<file path="src/rtl/simd_pkg.sv">
package simd_pkg;

  // Compare selector encodings.
  typedef enum logic [1:0] {
    CMP_GT = 2'd0,
    CMP_LE = 2'd1,
    CMP_EQ = 2'd2,
    CMP_NE = 2'd3
  } cmp_e;

  // Derive one compare flag from greater-than and equal indications.
  function automatic logic pick_flag(cmp_e sel, logic gt, logic eq);
    logic f;
    case (sel)
      CMP_GT:  f = gt;
      CMP_LE:  f = ~gt;
      CMP_EQ:  f = eq;
      default: f = ~eq;
    endcase
    return f;
  endfunction

  // Keep the upper half of the old destination, take the lower half of fresh data.
  function automatic logic [63:0] merge_low_half(logic [63:0] fresh, logic [63:0] old);
    return {old[63:32], fresh[31:0]};
  endfunction

endpackage

</file>
<file path="src/rtl/simd_addsub.sv">
module simd_addsub #(
  parameter int DATA_W = 64,
  parameter int LANE_W = 16
) (
  input  logic              clk,
  input  logic              rst_n,
  input  logic              sub,
  input  logic [DATA_W-1:0] a,
  input  logic [DATA_W-1:0] b,
  output logic [DATA_W-1:0] res
);
  localparam int LANES = DATA_W / LANE_W;

  // Per-lane add or subtract; the width of the function bounds every carry.
  function automatic logic [LANE_W-1:0] lane_calc(logic [LANE_W-1:0] x,
                                                  logic [LANE_W-1:0] y,
                                                  logic do_sub);
    logic [LANE_W-1:0] yy;
    yy = do_sub ? ~y : y;
    return x + yy + {{(LANE_W-1){1'b0}}, do_sub};
  endfunction

  for (genvar l = 0; l < LANES; l++) begin : g_lane
    logic [LANE_W-1:0] a_l, b_l, r_l;
    assign a_l = a[l*LANE_W +: LANE_W];
    assign b_l = b[l*LANE_W +: LANE_W];
    assign r_l = lane_calc(a_l, b_l, sub);
    assign res[l*LANE_W +: LANE_W] = r_l;

    // undoing the lane operation recovers the first operand, lane by lane
    a_r5_lane_inverse: assert property (@(posedge clk) disable iff (!rst_n)
      (sub ? LANE_W'(r_l + b_l) : LANE_W'(r_l - b_l)) == a_l);
  end

endmodule

</file>
<file path="src/rtl/simd_cmp.sv">
module simd_cmp #(
  parameter int DATA_W = 64,
  parameter int LANE_W = 16
) (
  input  logic                        clk,
  input  logic                        rst_n,
  input  logic [DATA_W-1:0]           a,
  input  logic [DATA_W-1:0]           b,
  output logic [DATA_W/LANE_W-1:0]    gt,
  output logic [DATA_W/LANE_W-1:0]    eq
);
  localparam int LANES = DATA_W / LANE_W;

  for (genvar l = 0; l < LANES; l++) begin : g_lane
    logic signed [LANE_W-1:0] sa, sb;
    assign sa    = $signed(a[l*LANE_W +: LANE_W]);
    assign sb    = $signed(b[l*LANE_W +: LANE_W]);
    assign gt[l] = sa > sb;
    assign eq[l] = a[l*LANE_W +: LANE_W] == b[l*LANE_W +: LANE_W];
  end

  // a lane cannot be both greater and equal
  a_r8_gt_eq_exclusive: assert property (@(posedge clk) disable iff (!rst_n)
    (gt & eq) == '0);

endmodule

</file>
<file path="src/rtl/simd_partitioned_alu.sv">
module simd_partitioned_alu
  import simd_pkg::*;
#(
  parameter int DATA_W   = 64,
  parameter int NARROW_W = 16,
  parameter int WIDE_W   = 32
) (
  input  logic        clk,
  input  logic        rst_n,
  input  logic        in_valid,
  input  logic [1:0]  op_kind,
  input  logic        lane_wide,
  input  logic        half_form,
  input  logic [1:0]  cmp_sel,
  input  logic [63:0] src_a,
  input  logic [63:0] src_b,
  input  logic [63:0] dst_old,
  output logic        out_valid,
  output logic [63:0] result
);
  localparam int N_LANES = DATA_W / NARROW_W;
  localparam int W_LANES = DATA_W / WIDE_W;

  // Decoded request fields
  logic is_cmp, is_sub;
  cmp_e csel;
  assign is_cmp = op_kind[1];
  assign is_sub = op_kind[0];
  assign csel   = cmp_e'(cmp_sel);

  // Arithmetic paths for both lane widths
  logic [DATA_W-1:0] narrow_sum, wide_sum, arith;

  simd_addsub #(.DATA_W(DATA_W), .LANE_W(NARROW_W)) u_add_narrow (
    .clk(clk), .rst_n(rst_n), .sub(is_sub), .a(src_a), .b(src_b), .res(narrow_sum)
  );
  simd_addsub #(.DATA_W(DATA_W), .LANE_W(WIDE_W)) u_add_wide (
    .clk(clk), .rst_n(rst_n), .sub(is_sub), .a(src_a), .b(src_b), .res(wide_sum)
  );

  assign arith = lane_wide ? wide_sum : narrow_sum;

  // Compare paths for both lane widths
  logic [N_LANES-1:0] n_gt, n_eq, n_flag;
  logic [W_LANES-1:0] w_gt, w_eq, w_flag;

  simd_cmp #(.DATA_W(DATA_W), .LANE_W(NARROW_W)) u_cmp_narrow (
    .clk(clk), .rst_n(rst_n), .a(src_a), .b(src_b), .gt(n_gt), .eq(n_eq)
  );
  simd_cmp #(.DATA_W(DATA_W), .LANE_W(WIDE_W)) u_cmp_wide (
    .clk(clk), .rst_n(rst_n), .a(src_a), .b(src_b), .gt(w_gt), .eq(w_eq)
  );

  for (genvar i = 0; i < N_LANES; i++) begin : g_nflag
    assign n_flag[i] = pick_flag(csel, n_gt[i], n_eq[i]);
  end
  for (genvar i = 0; i < W_LANES; i++) begin : g_wflag
    assign w_flag[i] = pick_flag(csel, w_gt[i], w_eq[i]);
  end

  // Packed compare word: lane i flag at bit i, upper bits zero
  logic [DATA_W-1:0] cmp_word;
  always_comb begin
    cmp_word = '0;
    if (lane_wide) cmp_word[W_LANES-1:0] = w_flag;
    else           cmp_word[N_LANES-1:0] = n_flag;
  end

  // Final selection before the output register
  logic [DATA_W-1:0] next_result;
  always_comb begin
    if (is_cmp)         next_result = cmp_word;
    else if (half_form) next_result = merge_low_half(arith, dst_old);
    else                next_result = arith;
  end

  always_ff @(posedge clk or negedge rst_n) begin
    if (!rst_n) begin
      out_valid <= 1'b0;
      result    <= '0;
    end else begin
      out_valid <= in_valid;
      if (in_valid) result <= next_result;
    end
  end

  // valid follows the request by one cycle
  a_r2_valid_rise: assert property (@(posedge clk) disable iff (!rst_n)
    in_valid |=> out_valid);
  a_r2_valid_fall: assert property (@(posedge clk) disable iff (!rst_n)
    !in_valid |=> !out_valid);
  // idle cycles hold the result
  a_r2_hold: assert property (@(posedge clk) disable iff (!rst_n)
    !in_valid |=> $stable(result));
  // half form carries the old upper half through
  a_r6_upper_keep: assert property (@(posedge clk) disable iff (!rst_n)
    (in_valid && !op_kind[1] && half_form) |=> result[63:32] == $past(dst_old[63:32]));
  // unused compare bits stay zero
  a_r9_narrow_upper_zero: assert property (@(posedge clk) disable iff (!rst_n)
    (in_valid && op_kind[1] && !lane_wide) |=> result[DATA_W-1:N_LANES] == '0);
  a_r9_wide_upper_zero: assert property (@(posedge clk) disable iff (!rst_n)
    (in_valid && op_kind[1] && lane_wide) |=> result[DATA_W-1:W_LANES] == '0);

endmodule

</file>
<file path="config.mk">
export PLATFORM = sky130hd
export DESIGN_NAME = simd_partitioned_alu
export DESIGN_NICKNAME = d
export VERILOG_FILES = /design/src/rtl/simd_pkg.sv /design/src/rtl/simd_addsub.sv /design/src/rtl/simd_cmp.sv /design/src/rtl/simd_partitioned_alu.sv
export SDC_FILE = /design/constraint.sdc
export NUM_CORES = 1
export LEC_CHECK = 0
export BUFFER_PORTS_ARGS = -buffer_cell sky130_fd_sc_hd__buf_2
export CAP_MARGIN = 25
export CORE_MARGIN = 2
export CORE_UTILIZATION = 25
export DETAILED_ROUTE_END_ITERATION = 12
export PLACE_DENSITY = 0.56
export RECOVER_POWER = 25
export SYNTH_ARGS = -nofsm -noshare
export SYNTH_HDL_FRONTEND = slang
export SYNTH_SLANG_ARGS = --single-unit
</file>
<file path="constraint.sdc">
create_clock -name clk -period 0.99 [get_ports clk]
set_input_delay 0.0495 -clock clk [delete_from_list [all_inputs] [get_ports clk]]
set_output_delay 0.0495 -clock clk [all_outputs]
set_load 0.02 [all_outputs]
</file>
==> results of run 1 <==
[sequential cells by signal, summed over array words and instances (netlist names)]
name,flops
out_valid,1
result,64
[cell type report]
type | instances | area share (%)
Multi-Input combinational cell | 844 | 51.7
Timing Repair Buffer | 661 | 30.6
Sequential cell | 65 | 9.91
Tap cell | 448 | 3.42
Inverter | 101 | 2.51
Clock buffer | 10 | 1.46
Clock inverter | 6 | 0.396
Antenna cell | 2 | 0.0305
[cells in the mapped netlist, types with 5 or more instances]
master                        n  area (um^2)
sky130_fd_sc_hd__clkbuf_1    35          131
sky130_fd_sc_hd__a221o_1      7         70.1
sky130_fd_sc_hd__nor2b_1     14         87.6
sky130_fd_sc_hd__or3_1        6         37.5
sky130_fd_sc_hd__a32oi_1      6         52.6
sky130_fd_sc_hd__and3_1      14         87.6
sky130_fd_sc_hd__a2111o_1     5         56.3
sky130_fd_sc_hd__inv_1      100          375
sky130_fd_sc_hd__a21oi_1     85          425
sky130_fd_sc_hd__mux2i_1      9         90.1
sky130_fd_sc_hd__o21ai_1      9         45.0
sky130_fd_sc_hd__o211ai_1     8         60.1
sky130_fd_sc_hd__a22o_1      31          272
sky130_fd_sc_hd__ha_1       126         1580
sky130_fd_sc_hd__dfrtp_1     65         1630
sky130_fd_sc_hd__xnor2_1     32          280
sky130_fd_sc_hd__o32ai_1      5         43.8
sky130_fd_sc_hd__xor2_1      81          709
sky130_fd_sc_hd__nand4_1     18          113
sky130_fd_sc_hd__and2_1       8         50.1
sky130_fd_sc_hd__a221oi_1     5         43.8
sky130_fd_sc_hd__nand3_1     17         85.1
sky130_fd_sc_hd__o21bai_1     8         60.1
sky130_fd_sc_hd__nor2_1      49          184
sky130_fd_sc_hd__nand2_1     62          233
sky130_fd_sc_hd__o2bb2ai_1    7         61.3
sky130_fd_sc_hd__o21ai_0     55          275
sky130_fd_sc_hd__a21o_1      37          278
sky130_fd_sc_hd__a211oi_1    13         97.6
sky130_fd_sc_hd__nand2b_1     8         50.1
sky130_fd_sc_hd__o2111ai_1    5         43.8
sky130_fd_sc_hd__a211o_1      6         52.6
sky130_fd_sc_hd__a2111oi_0    6         52.6
sky130_fd_sc_hd__o21a_1      15          113
sky130_fd_sc_hd__a31oi_1      6         37.5
sky130_fd_sc_hd__nor3_1      10         50.1
[where the power goes]
part / internal [mW] / leakage [nW] / switching (mW)
Combinational: 6.29 / 6.91 / 5.87
Sequential: 3.06 / 0.843 / 0.311
Clock: 2.03 / 0.149 / 1.48
[worst max-delay path: stages]
cell                       delay [ns]
sky130_fd_sc_hd__buf_12          0.12
sky130_fd_sc_hd__buf_12          0.14
sky130_fd_sc_hd__buf_6           0.11
sky130_fd_sc_hd__xor2_1          0.17
sky130_fd_sc_hd__ha_2            0.32
sky130_fd_sc_hd__o21a_1          0.12
sky130_fd_sc_hd__o21a_1          0.19
sky130_fd_sc_hd__a2111o_1        0.43
sky130_fd_sc_hd__o21a_4          0.23
sky130_fd_sc_hd__a31oi_4         0.21
sky130_fd_sc_hd__a211oi_4        0.11
sky130_fd_sc_hd__a221oi_2        0.31
sky130_fd_sc_hd__xnor2_1         0.09
sky130_fd_sc_hd__a22o_1          0.19
[routing by layer]
layer / wire (um) / global-route usage [%] / vias to the layer above
met3: 2150 / 4.48 / 54
met1: 16400 / 25.4 / 4918
met2: 17500 / 33.5 / 267
met5: 38 / 0 / -
li1: - / - / 5139
met4: 784 / 5.04 / 6
[how the worst min path moves through the flow]
stage                      from                     end  slack, ns  cells after the start
floorplan                 rst_n     out_valid$_DFF_PN0_      -0.25                      0
detailed placement        rst_n  result[25]$_DFFE_PN0P_      -0.05                      1
CTS                 dst_old[35]  result[35]$_DFFE_PN0P_       0.02                      3
global placement          rst_n  result[25]$_DFFE_PN0P_      -0.05                      1
global route        dst_old[36]  result[36]$_DFFE_PN0P_       0.03                      3
finish              dst_old[44]  result[44]$_DFFE_PN0P_       0.01                      4
[per-stage QoR]
step / utilization [%] / TNS, ns / instance area [um^2]
after floorplan: - / -81.11 / 9140
after global placement: 39.3 / -100.17 / 13200
after detailed placement: 39.3 / -102.80 / 13200
after CTS: 44.8 / -74.36 / 15100
after global routing: 48.7 / -79.24 / 16400
final: 48.7 / -74.24 / 16400
[logic make-up (layout without fill, tap and decap cells)]
family / after synthesis / count (layout) / synth area share [%]
AOI/OAI and AO/OA: 359 / 359 / 29.2
xor gates and xnor gates: 113 / 113 / 11.5
adders and majority gates: 130 / 130 / 19.2
buffers and inverters: 139 / 778 / 6.06
DFF: 65 / 65 / 18.9
muxes: 13 / 13 / 1.57
other: 0 / 2 / 0
and+or+nand+nor: 229 / 229 / 13.6
[what timing repair did]
item,in CTS,in global routing
endpoints found under the hold margin,71,0
setup buffers,44,44
gates resized for setup,254,224
hold buffers,7,0
gates cloned,1,0
setup endpoints to repair,75,92
pin swaps,141,160
==> flow_summary.ini, run 1 <==
[outcome]
status = finished, violations left
failed_checks = setup timing

[worst_setup_path]
worst-endpoint-arrival_ns = 2.81
worstSetupStartpointType = input port
worst-path-max-fanout = 6
endpoint = result[30]$_DFFE_PN0P_
critPathKind = input port to flop
timing.critical_path.from = op_kind[0]
r2r_end = result[0]$_DFFE_PN0P_
r2r-start = result[0]$_DFFE_PN0P_
crit_path_end_kind = flop
reg2reg_setup_slack_ns = 0.03
critical_path_required_ns = 1.24
timing.reg2reg.worst_path_depth = 2

[layout]
nets = 2013
filler_cell_count = 3154
synth_to_final_area_change_pct = 90.5
finish.cell_count_without_fillers = 2137
mostFrequentLayoutCell = sky130_fd_sc_hd__buf_4
drive_above_1_share_pct = 57.4
mostFrequentLayoutCells = sky130_fd_sc_hd__buf_4, sky130_fd_sc_hd__buf_2, sky130_fd_sc_hd__buf_6
area_of_combinational_cells_with_multiple_inputs_mm2 = 0.00849
layout.area.seq_mm2 = 0.00163

[floorplan]
floorplan.die_area_mm2 = 0.0360
overall_die_width_um = 190
floorplan.io_pins = 266
core_mm2 = 0.0337
die-height_um = 190
start_util_pct = 25.6
core.rowCount = 67

[global_routing]
grt_pass1_vias = 10550
grt_overflow = 0
grt.total_usage_pct = 19.8
maximum_number_of_pins_on_one_net_before_global_route_repair = 38
grt_antenna_before_repair = 4
grt_first_pass_wirelength_mm = 56.1

[power_and_ir_drop]
worst_ir_drop_vdd_mv = 0.864
p_leak_nw = 7.91
power_mw = 19.0
p_per_area_mw_per_mm2 = 1160

[synth]
synth_flop_cell = sky130_fd_sc_hd__dfrtp_1
synth-edff-count = 0
postSynth.asyncResetShare_pct = 100
ys_seq_elements = 65
synth.cell_area_mm2 = 0.00862
synthesized_instance_count = 1048
synthesis.yosys.warnings = 0
synth_cell_type_count = 76
syn_nets = 1379
synth_area_per_cell_um2 = 8.22
seq_area_frac_synth_pct = 18.9

[timing]
timing.final.crit_share_pct = 259
relSlewSlack_pct = 61.6
setup_slack_ns = -1.58
final_period_minus_worst_setup_slack_ns = 2.57
max_clock_freq_ghz = 0.390
worst_clock_skew_on_the_final_layout_ns = 0
grt_setup_unrepaired = yes
setup_violations = 67
whs_ns = 0.0150
worst_pin_slew_ns = 0.576
hold_violations = 0
final_max_slew_viols = 0

[cts]
path_clk_slew_ns = 0.06
cts.htree.levels = 3
clockBufferDepth = 2
cts_sinks = 65
cts-buffers-inserted = 9
cts_tree = built
cts.root.buffer_cell = sky130_fd_sc_hd__clkbuf_16
clock_latency_ns = 0.36

[placed_design]
detailedPlacementHpwl_mm = 28.7
gp_congestion = 0.903
numPlacedInstances = 2033
placement.io_buffers = 233
dp_worst_setup_slack_ns = -2.04

[drt]
drtPass1Iterations = 5
drcViolationCount = 0
ant_nets = 0
wirelength_mm = 36.9
drt-vias-per-instance = 4.86
drt_first_iter_violations = 432
routed-via-count = 10384
avgRoutedWirePerCell_um = 17.2

[hold_path]
worst_hold_path_class = input port to flop

[run]
maxCapViolCount = 0
Note: power is estimated with default switching activity, not from simulation.
==> run 2, diff against run 1 <==
--- a/config.mk
+++ b/config.mk
@@ -7,7 +7,6 @@
 export LEC_CHECK = 0
 export BUFFER_PORTS_ARGS = -buffer_cell sky130_fd_sc_hd__buf_2
 export CAP_MARGIN = 25
-export CORE_MARGIN = 2
 export CORE_UTILIZATION = 25
 export DETAILED_ROUTE_END_ITERATION = 12
 export PLACE_DENSITY = 0.56
==> run 2 against run 1 <==
- the run still ends with setup timing left
- sequential share of layout area increased by 0.56 points
- first-iteration DRC count increased by 33%
- clock-buffer cell count grew 1
- setup slack improved by 0.039 ns
- utilization decreased by 2.6 points
- non-clock buffer count decreased by 18
- clock skew unchanged
- largest cell class unchanged
- final area fell by 5.3%
==> flow_summary.ini, run 2 (synthesis gave the netlist of run 1 again) <==
[global_routing]
grt_overflow = 0
use_met2_pct = 32.3
grtUsageMet3_pct = 4.94
gr-usage-met1_pct = 25.4
grt_first_pass_wirelength_mm = 55.3
busiest_layer = met2
maximum_number_of_pins_on_one_net_before_global_route_repair = 66
grt_antenna_before_repair = 6
grt_pass1_vias = 10517
grt.total_usage_pct = 19.7

[drt]
ant_nets = 0
routed-via-count = 10370
drt-vias-per-instance = 4.89
drcViolationCount = 0
drt_first_iter_violations = 573
wirelength_mm = 35.6
drtPass1Iterations = 5
avgRoutedWirePerCell_um = 16.8

[timing]
grt_setup_unrepaired = yes
setup_violations = 65
relSlewSlack_pct = 51.7
worst_pin_slew_ns = 0.725
timing.final.crit_share_pct = 255
setup_slack_ns = -1.54
fin_setup_tns_ns = -74.07
final_period_minus_worst_setup_slack_ns = 2.53
final_max_slew_viols = 0
hold_violations = 0
max_clock_freq_ghz = 0.396
worst_clock_skew_on_the_final_layout_ns = 0

[cts]
cts_tree = built
clock_latency_ns = 0.35
clockBufferDepth = 2
cts.root.buffer_cell = sky130_fd_sc_hd__clkbuf_16
cts.htree.levels = 3
cts-buffers-inserted = 9
cts_sinks = 65
path_clk_slew_ns = 0.06

[outcome]
status = finished, violations left
failed_checks = setup timing

[layout]
reg_top3 = result x64, out_valid x1
finish.cell_count_without_fillers = 2120
largest_register_ffs = 64
synth_to_final_area_change_pct = 80.3
mostFrequentLayoutCells = sky130_fd_sc_hd__buf_4, sky130_fd_sc_hd__buf_2, sky130_fd_sc_hd__ha_1
largest_register = result
drive_above_1_share_pct = 53.4
nets = 1995
mostFrequentLayoutCell = sky130_fd_sc_hd__buf_4

[placed_design]
numPlacedInstances = 2034
placement.io_buffers = 233
gp_congestion = 0.923
detailedPlacementHpwl_mm = 28.2

[floorplan]
floorplan.io_pins = 266
overall_die_width_um = 188
die-height_um = 188
start_util_pct = 25.6
floorplan.die_area_mm2 = 0.0352
core.rowCount = 67
core_mm2 = 0.0337

[worst_setup_path]
critPathKind = input port to flop
worst-endpoint-arrival_ns = 2.77
reg2reg_setup_slack_ns = 0.03
worstSetupStartpointType = input port
worst-path-max-fanout = 7
critical_path_required_ns = 1.23
crit_path_end_kind = flop

[power_and_ir_drop]
worst_ir_drop_vdd_mv = 0.631
power.share.switching_pct = 40.6
power_frac_seq_pct = 19.1
p_leak_nw = 7.65
p_per_area_mw_per_mm2 = 1140
power_frac_clock_pct = 17.8
power_report.internal_total_mw = 10.5
p_comb_share_pct = 63.1
netSwitchingPower_mw = 7.18

[run]
maxCapViolCount = 0

[hold_path]
worst_hold_path_class = input port to flop
run 2: cell type report:
type,count,area [um^2]
sequential,65,1630
tap,448,561
antenna,3,7.51
clock inverter,5,31.3
inverter,101,407
multi-input combinational,844,7930
fill,3272,18200
timing repair buffer,643,4730
clock buffer,11,243
run 2: power groups by stage:
stage               clock, mW  combinational (mW)  sequential, mW
floorplan                   0                4.56            3.83
global placement            0                9.12            3.39
detailed placement          0                9.24            3.39
CTS                      3.23                10.4            3.36
global route             3.33                12.1            3.41
finish                   3.15                11.2            3.37
run 2: timing repair:
action,in CTS,in global routing
pin swaps,101,79
hold endpoints to repair,71,0
setup endpoints to repair,77,79
cloned,1,0
gates resized for setup,212,103
hold buffers,7,0
setup buffers,29,33
run 2: path summary, 6_finish.rpt:
kind                                   startpoint  cells past startpoint                      to
setup / recovery                       op_kind[0]                     14  result[30]$_DFFE_PN0P_
hold / removal                        dst_old[36]                      3  result[36]$_DFFE_PN0P_
setup reg to reg            result[0]$_DFFE_PN0P_                      2   result[0]$_DFFE_PN0P_
hold reg to reg            result[48]$_DFFE_PN0P_                      1  result[48]$_DFFE_PN0P_
max in group asynchronous                   rst_n                      3   result[5]$_DFFE_PN0P_
min in group asynchronous                   rst_n                      3  result[23]$_DFFE_PN0P_
run 2: through the flow:
stage | worst slack, ns | hold slack [ns] | total power, mW | area (um^2) | util, %
floorplan | -1.79 | -0.246 | 8.39 | 9140 | -
global placement | -1.98 | 0.108 | 12.5 | 13300 | 39.4
detailed placement | -2.10 | 0.110 | 12.6 | 13300 | 39.4
CTS | -1.49 | 0.00957 | 17.0 | 14800 | 43.8
global route | -1.62 | 0.0281 | 18.8 | 15500 | 46.1
finish | -1.54 | 0.0237 | 17.7 | 15500 | 46.1
run 2: routing by layer:
metal  share of wire (%)  vias up
met5                0.11        -
met4                 2.0        6
met3                 6.4       58
met2                  47      270
met1                  45     4935
li1                    -     5101
run 2: worst max-delay path, stage by stage:
cell and delay [ns]:
sky130_fd_sc_hd__buf_12 0.12, sky130_fd_sc_hd__buf_12 0.14, sky130_fd_sc_hd__mux2_4 0.29, sky130_fd_sc_hd__inv_4 0.06, sky130_fd_sc_hd__fa_2 0.23, sky130_fd_sc_hd__nor2b_4 0.05
sky130_fd_sc_hd__o31a_1 0.25, sky130_fd_sc_hd__o311a_1 0.39, sky130_fd_sc_hd__o21a_2 0.27, sky130_fd_sc_hd__a31oi_4 0.21, sky130_fd_sc_hd__a211oi_4 0.12, sky130_fd_sc_hd__a221oi_2 0.29
sky130_fd_sc_hd__xnor2_1 0.10, sky130_fd_sc_hd__a22o_1 0.18
==> run 3, diff against run 2 <==
--- a/config.mk
+++ b/config.mk
@@ -8,6 +8,7 @@
 export BUFFER_PORTS_ARGS = -buffer_cell sky130_fd_sc_hd__buf_2
 export CAP_MARGIN = 25
 export CORE_UTILIZATION = 25
+export CTS_BUF_LIST = sky130_fd_sc_hd__clkbuf_8
 export DETAILED_ROUTE_END_ITERATION = 12
 export PLACE_DENSITY = 0.56
 export RECOVER_POWER = 25
==> run 3 against run 2 <==
- the run still ends with setup timing left
- hold slack got worse by 0.0048 ns
- clock power down 29%
- via count is 1.3% higher
- final cell count up 2.0%
- largest cell class unchanged
- sequential share of layout area fell by 0.31 points
- largest power group unchanged
- final area is 3.0% higher
- critical path depth up 1
- clock skew is the same
- non-clock buffer count is 41 higher
- wire length grew 1.1%
==> flow_summary.ini, run 3 (synthesis gave the netlist of run 1 again) <==
[power_and_ir_drop]
power_mw = 17.4
worst_ir_drop_vdd_mv = 0.697
p_leak_nw = 7.84
p_per_area_mw_per_mm2 = 1090

[placed_design]
placement.io_buffers = 233
dp_worst_setup_slack_ns = -2.10
gp_congestion = 0.923
detailedPlacementHpwl_mm = 28.2

[worst_setup_path]
cpPeakStageDelay_ns = 0.34
critical_path_required_ns = 1.25
worstSetupStartpointType = input port
worst-path-max-fanout = 10
path_delay_family = compound AO/OA/AOI/OAI gates
cp_cell_sequence = buf_12 > buf_12 > xor2_1 > ha_1 > a21o_1 > a21o_1 > a2bb2oi_2 > o2111ai_4 > a31oi_4 > o21bai_1 > buf_4 > buf_4 > a31oi_2 > and2_4 > o221ai_2
worst-endpoint-arrival_ns = 2.75
critPathKind = input port to flop
crit_path_end_kind = flop
timing.reg2reg.worst_path_depth = 3
critical-path-slowest-cell = sky130_fd_sc_hd__ha_1
cp.depth = 15
critPathBufInv = 4

[global_routing]
grt.total_usage_pct = 19.9
grt_pass1_vias = 10737
grt_first_pass_wirelength_mm = 56.1
grt_antenna_before_repair = 6
maximum_number_of_pins_on_one_net_before_global_route_repair = 66
grt_overflow = 0

[drt]
drcViolationCount = 0
ant_nets = 0
drt_first_iter_violations = 476
routed-via-count = 10503
drt-vias-per-instance = 4.86
avgRoutedWirePerCell_um = 16.6
drtPass1Iterations = 4
wirelength_mm = 35.9

[layout]
area_of_combinational_cells_with_multiple_inputs_mm2 = 0.00787
largest_register = result
synth_to_final_area_change_pct = 85.8
mostFrequentLayoutCells = sky130_fd_sc_hd__buf_4, sky130_fd_sc_hd__buf_2, sky130_fd_sc_hd__buf_6
mostFrequentLayoutCell = sky130_fd_sc_hd__buf_4
reg_top3 = result x64, out_valid x1
drive_above_1_share_pct = 53.8
layout.area.seq_mm2 = 0.00163
nets = 2036
filler_cell_count = 3226
largest_register_ffs = 64

[cts]
cts_sinks = 65
cts-buffers-inserted = 9
cts.root.buffer_cell = sky130_fd_sc_hd__clkbuf_8
clock_latency_ns = 0.37
clockBufferDepth = 2
cts_tree = built
cts.htree.levels = 3
path_clk_slew_ns = 0.09

[floorplan]
floorplan.io_pins = 266
overall_die_width_um = 188
floorplan.die_area_mm2 = 0.0352
start_util_pct = 25.6
core_mm2 = 0.0337
core.rowCount = 67
die-height_um = 188

[timing]
fin_setup_tns_ns = -72.08
final_period_minus_worst_setup_slack_ns = 2.49
worst_clock_skew_on_the_final_layout_ns = 0
worst_pin_slew_ns = 0.730
setup_slack_ns = -1.50
setup_violations = 77
relSlewSlack_pct = 51.3
final_max_slew_viols = 0
grt_setup_unrepaired = yes
whs_ns = 0.0189
max_clock_freq_ghz = 0.402
hold_violations = 0
timing.final.crit_share_pct = 251

[outcome]
failed_checks = setup timing
status = finished, violations left

[hold_path]
min_delay_path_depth = 4
worst_hold_path_class = input port to flop

[run]
maxCapViolCount = 0
-- run 3: layer usage --
| metal | vias to the layer above | global-route usage [%] | routed length [um] |
|---|---|---|---|
| met2 | 271 | 33.2 | 17000 |
| met4 | 6 | 5.07 | 702 |
| met5 | - | 0 | 39 |
| met3 | 52 | 4.53 | 2270 |
| li1 | 5179 | - | - |
| met1 | 4995 | 25.8 | 16000 |
-- run 3: final timing paths --
check | start | to | slack [ns]
max reg2reg | result[39]$_DFFE_PN0P_ | result[39]$_DFFE_PN0P_ | 0.02
max in group asynchronous | rst_n | result[60]$_DFFE_PN0P_ | 0.13
min reg2reg | result[36]$_DFFE_PN0P_ | result[36]$_DFFE_PN0P_ | 0.52
min in group asynchronous | rst_n | result[23]$_DFFE_PN0P_ | 0.36
max | op_kind[0] | result[56]$_DFFE_PN0P_ | -1.50
min | dst_old[33] | result[33]$_DFFE_PN0P_ | 0.02
-- run 3: final cells by class --
class / instances / share of cell area, %
Antenna cell: 4 / 0.0625
Clock buffer: 10 / 0.860
Clock inverter: 6 / 0.219
Inverter: 101 / 2.56
Multi-Input combinational cell: 844 / 49.2
Sequential cell: 65 / 10.2
Tap cell: 448 / 3.50
Timing Repair Buffer: 684 / 33.5
-- run 3: where the power goes --
| part | leakage [nW] | switching, mW | internal, mW |
|---|---|---|---|
| clock | 0.0932 | 1.28 | 0.961 |
| sequential | 0.843 | 0.363 | 3.06 |
| combinational | 6.90 | 5.53 | 6.24 |
| total | 7.84 | 7.18 | 10.3 |
-- run 3: timing repair --
item,4_1_cts,5_1_grt
cloned,1,0
hold buffers,20,0
setup buffers,54,35
resized for setup,302,99
pin swaps,101,73
endpoints found under the hold margin,84,0
setup endpoints to repair,126,124
-- run 3: per-stage QoR --
| stage | util [%] | cells | area [um^2] |
|---|---|---|---|
| 6_report | 47.5 | 2162 | 16000 |
| 5_1_grt | 47.5 | 2158 | 16000 |
| 4_1_cts | 45.3 | 2124 | 15300 |
| 3_5_place_dp | 39.4 | 2034 | 13300 |
| 3_3_place_gp | 39.4 | 2034 | 13300 |
| 2_1_floorplan | - | 1048 | 9140 |
-- run 3: worst min-delay path, stage by stage --
cell and delay (ns):
sky130_fd_sc_hd__buf_2 0.09, sky130_fd_sc_hd__nand2_1 0.06, sky130_fd_sc_hd__o21ai_2 0.05, sky130_fd_sc_hd__a22o_1 0.11
